**src/rtl/pxl_cen_pkg.sv**
```systemverilog
// Shared helpers for the pixel enable generator.
// Assumes the pixel setting is one of 6, 8 or 12; other values map to 0.
package pxl_cen_pkg;

    // Memory-clock cycles per pixel-enable period; doubled for the fast clock.
    function automatic int unsigned pxl_div_ratio(input int unsigned mhz, input bit fast);
        int unsigned base;
        case (mhz)
            6:       base = 8;
            8:       base = 6;
            12:      base = 4;
            default: base = 0;
        endcase
        return fast ? base * 2 : base;
    endfunction

endpackage

```
**src/rtl/cen_phase_counter.sv**
```systemverilog
// Free-running modulo-DIV phase counter.
// Assumes DIV >= 2. Synchronous active-low reset returns the phase to 0.
module cen_phase_counter #(
    parameter int unsigned DIV = 8,
    parameter int unsigned CW  = 3
) (
    input  logic          clk,
    input  logic          rst_n,
    output logic [CW-1:0] phase
);
    localparam logic [CW-1:0] LAST = CW'(DIV - 1);

    // Advance the phase by one and wrap to 0 after the last step.
    always_ff @(posedge clk) begin
        if (!rst_n)             phase <= '0;
        else if (phase == LAST) phase <= '0;
        else                    phase <= phase + 1'b1;
    end

endmodule

```
**src/rtl/cen_pulse_decode.sv**
```systemverilog
// Turns the phase count into registered enable strobes.
// The pixel strobe fires at phase 0. The double-rate strobe fires at phase 0
// and at phase DIV/2. Assumes DIV is even and at least 4.
module cen_pulse_decode #(
    parameter int unsigned DIV = 8,
    parameter int unsigned CW  = 3
) (
    input  logic          clk,
    input  logic          rst_n,
    input  logic [CW-1:0] phase,
    output logic          pxl_cen,
    output logic          pxl2_cen
);
    localparam logic [CW-1:0] HALF = CW'(DIV / 2);

    // Register both strobes from the current phase; cleared in reset.
    always_ff @(posedge clk) begin
        if (!rst_n) begin
            pxl_cen  <= 1'b0;
            pxl2_cen <= 1'b0;
        end else begin
            pxl_cen  <= (phase == '0);
            pxl2_cen <= (phase == '0) || (phase == HALF);
        end
    end

    // a pixel strobe never appears without the double-rate strobe.
    a_r5_aligned: assert property (@(posedge clk) disable iff (!rst_n)
        pxl_cen |-> pxl2_cen);

    // the pixel strobe is followed by an idle cycle.
    a_r6_pxl_idle_after: assert property (@(posedge clk) disable iff (!rst_n)
        pxl_cen |=> !pxl_cen);

    // the double-rate strobe is followed by an idle cycle.
    a_r6_pxl2_idle_after: assert property (@(posedge clk) disable iff (!rst_n)
        pxl2_cen |=> !pxl2_cen);

endmodule

```
**src/rtl/pxl_cen_gen.sv**
```systemverilog
// Pixel clock-enable pair generator.
// Derives a pixel-rate strobe and a double-rate strobe from the memory clock.
// PIXEL_MHZ must be 6, 8 or 12. MEM_FAST=1 means the memory clock is 96 MHz,
// so the divide ratio doubles and the output rates stay fixed.
module pxl_cen_gen
    import pxl_cen_pkg::*;
#(
    parameter int unsigned PIXEL_MHZ = 6,
    parameter bit          MEM_FAST  = 1'b0
) (
    input  logic clk,
    input  logic rst_n,
    output logic pxl_cen,
    output logic pxl2_cen
);
    localparam int unsigned DIV = pxl_div_ratio(PIXEL_MHZ, MEM_FAST);
    localparam int unsigned CW  = (DIV > 2) ? $clog2(DIV) : 1;

    generate
        if (DIV == 0) begin : g_bad_setting
            $error("pxl_cen_gen: PIXEL_MHZ must be 6, 8 or 12");
        end
    endgenerate

    logic [CW-1:0] phase;

    cen_phase_counter #(.DIV(DIV), .CW(CW)) u_counter (
        .clk   (clk),
        .rst_n (rst_n),
        .phase (phase)
    );

    cen_pulse_decode #(.DIV(DIV), .CW(CW)) u_decode (
        .clk      (clk),
        .rst_n    (rst_n),
        .phase    (phase),
        .pxl_cen  (pxl_cen),
        .pxl2_cen (pxl2_cen)
    );

    // both strobes appear in the cycle after reset release.
    a_r2_first_pulse: assert property (@(posedge clk) disable iff (!rst_n)
        $rose(rst_n) |=> (pxl_cen && pxl2_cen));

endmodule

```
**config.mk**
```make
export PLATFORM = sky130hd
export DESIGN_NAME = pxl_cen_gen
export DESIGN_NICKNAME = d
export VERILOG_FILES = /design/src/rtl/pxl_cen_pkg.sv /design/src/rtl/cen_phase_counter.sv /design/src/rtl/cen_pulse_decode.sv /design/src/rtl/pxl_cen_gen.sv
export SDC_FILE = /design/constraint.sdc
export NUM_CORES = 1
export LEC_CHECK = 0
export BUFFER_PORTS_ARGS = -buffer_cell sky130_fd_sc_hd__buf_2
export CORE_AREA = 2 2 39 41
export CTS_BUF_LIST = sky130_fd_sc_hd__clkbuf_16
export DETAILED_ROUTE_END_ITERATION = 10
export DIE_AREA = 0 0 41 43
export PLACE_DENSITY = 0.32
export SYNTH_ARGS = -nofsm -noshare
export SYNTH_HDL_FRONTEND = slang
export SYNTH_HIERARCHICAL = 1
export SYNTH_SLANG_ARGS = --single-unit
```
**constraint.sdc**
```tcl
create_clock -name clk -period 1 [get_ports clk]
set_input_delay 0.05 -clock clk [delete_from_list [all_inputs] [get_ports clk]]
set_output_delay 0.05 -clock clk [all_outputs]
set_load 0.01 [all_outputs]
```
==> reports/metrics.yaml <==
power:
  p_per_area_nw_per_um2: 2750
  p_sw_uw: 154
  p_sw_frac: 0.166
  intPower_uw: 773
  p_seq_frac: 0.253
  p_leak_uw: 0.000147
  ir_worst_vdd_v: 0.000613
  p_comb_frac: 0.063
  clkPwrFrac: 0.684
yosys:
  syn_nets: 16
  synth_top_area_share: 0.563
  yosysSeqAreaShare: 0.563
  yosys-top-cells-area: "dfxtp_1, ha_1, and3b_1, nor4b_2, nor3b_2"
  synth.most_common_cell: "dfxtp_1"
  yosys.cell_types.count: 6
  yosysWarnings: 6
  synth-edff-count: 0
  ys_async_sr_fraction: 0
  mappedNetlistArea_um2: 178
  synth-main-ff-cell: "dfxtp_1"
  synth.avg_cell_area_um2: 14.8
  synth_seq_cells: 5
  synth_top_area_cell: "dfxtp_1"
  synthCells: 12
  synthTopCellsByCount: "dfxtp_1, and3b_1, ha_1"
sta:
  fin_crit_sh: 0.963
  setup_viol: 0
  fin_worst_skew_ns: 0.000610
  worstMarginPinSlew_ns: 0.197
  whs_ns: 0.107
  tns_ns: 0
  rsz0062_at_grt: "no"
  fin_crit_ns: 0.963
  hold_viol: 0
  fmax_mhz: 1040
  relSlewSlack: 0.868
  maxSlewViolCount: 0
setup_path:
  critPathKind: "register to register"
  r2r_end: "u_counter/phase[2]"
  r2r_cells: 3
  reg2reg_slack_ns: 0.04
  crit_path_start_kind: "register"
  crit_fanout: 2
  crit_required_ns: 1.11
  r2r-start: "u_counter/phase[0]"
  crit_arrival_ns: 1.08
  critPathCaptureType: "register"
worst_hold_path:
  hold-path-endpoint: "u_counter/phase[1]"
  hold_path_depth: 2
  hp-class: "input port to register"
  min_from: "rst_n"
final_layout:
  final-instance-count-excl-fill: 37
  drive_gt1_frac: 0.667
  finalNetCount: 26
  finalCoreUtilization: 0.243
  area_growth_pct: 89.4
  design_area_um2: 337
  antenna_cells: 0
clocking:
  cts_sinks: 5
  ctsLongestPathBuffers: 2
  cts.reportedPaths.clkPinSlew_ns: 0.03
  post_cts_buffers: 0
  cts-root-buf: "clkbuf_16"
  numCtsBuffers: 3
  htreeDepth: 1
  clkLatencyLatePin_ns: 0.22
  cts_tree: "yes"
die:
  ios: 4
  num_rows: 14
  fp.dieW_um: 41
  dieArea_um2: 1760
  die_h_um: 43
  start_util: 0.128
  coreArea_um2: 1380
placement:
  placed_cells: 33
  place_area_um2: 245
  port_buffers: 3
  gp_congestion: 0.676
grt:
  grt_util_all_layers: 0.0692
  grt_max_degree: 6
  antenna_found_initial: 0
  grt_pass1_vias: 147
  grt_pass1_wl_um: 600
  overflow: 0
routing:
  drc_errors: 0
  drt_iter0_markers: 3
  ant_nets: 0
  vias: 124
  first_pass_iters: 2
  viasPerCell: 3.35
  wl_per_cell_um: 10.4
  wl_um: 384
run:
  drv_cap: 0
status:
  status: "complete, no violations"
area by class of cell:
| cell class | instances | area (um2) |
|---|---|---|
| fillers | 152 | 1050 |
| flip-flops and latches | 5 | 105 |
| repair buffers | 5 | 30.0 |
| multi-input cells | 7 | 103 |
| clock inverters | 1 | 3.75 |
| clock buffers | 3 | 75.1 |
| well taps | 16 | 20.0 |
repair_timing:
action | CTS | global route
setup endpoints to repair | 1 | 1
hold buffers | 0 | 0
pin swaps | 1 | 1
cloned | 0 | 0
gates resized for setup | 1 | 0
critical path, stage by stage, from the launching register on:
cell	delay, ns
dfxtp_4	0.34
ha_4	0.16
ha_4	0.20
and3b_1	0.15
registers in the layout, summed over array words and instances (netlist names):
name	flops
u_decode/pxl_cen	1
u_counter/phase	3
u_decode/pxl2_cen	1
cells by family (layout without fill, tap and decap cells):
logic type,after synthesis,count (layout),share of synthesized area
buffers and inverters,0,9,0
adders and majority gates,2,2,0.141
DFF,5,5,0.563
and+or+nand+nor,5,5,0.296
how the worst max path moves through the flow:
| stage | startpoint | end | slack [ns] | cells past startpoint |
|---|---|---|---|---|
| after global routing | u_counter/phase[0] | u_counter/phase[2] | 0.02 | 3 |
| final | u_counter/phase[0] | u_counter/phase[2] | 0.04 | 3 |
| after CTS | u_counter/phase[0] | u_counter/phase[2] | 0.02 | 3 |
| after detailed placement | u_counter/phase[0] | u_counter/phase[2] | -0.008 | 3 |
| after floorplan | u_counter/phase[0] | u_counter/phase[2] | 0.004 | 3 |
| after global placement | u_counter/phase[0] | u_counter/phase[2] | -0.0006 | 3 |
layer usage:
| metal | vias to the layer above | global-route usage | wire, um |
|---|---|---|---|
| met3 | 0 | 0.0471 | 17 |
| met1 | 60 | 0.0417 | 135 |
| met5 | - | 0 | 0 |
| met4 | 0 | 0.120 | 0 |
| li1 | 61 | - | - |
| met2 | 3 | 0.0906 | 231 |
metrics by stage:
| step | setup slack (ns) | power [uW] |
|---|---|---|
| after CTS | 0.0230 | 947 |
| after global placement | -0.000554 | 289 |
| after floorplan | 0.00435 | 262 |
| after global routing | 0.0156 | 969 |
| after detailed placement | -0.00780 | 293 |
| final | 0.0369 | 927 |
cell usage in the layout (no fill, tap or decap):
cell and count:
buf_4 2, dfxtp_2 1, inv_1 1, clkbuf_16 3, nor3b_2 1, buf_2 3, ha_4 2, nor3b_1 1
nor4b_2 1, dfxtp_4 1, dfxtp_1 3, and3b_1 2
power groups by stage:
| stage | Combinational (uW) | Sequential [uW] | Clock [uW] |
|---|---|---|---|
| 2_1_floorplan | 20.4 | 242 | 0 |
| 3_3_place_gp | 54.1 | 235 | 0 |
| 3_5_place_dp | 56.1 | 237 | 0 |
| 4_1_cts | 59.6 | 235 | 652 |
| 5_1_grt | 66.5 | 236 | 666 |
| 6_report | 58.4 | 234 | 634 |
Note: power is estimated with default switching activity, not from simulation.
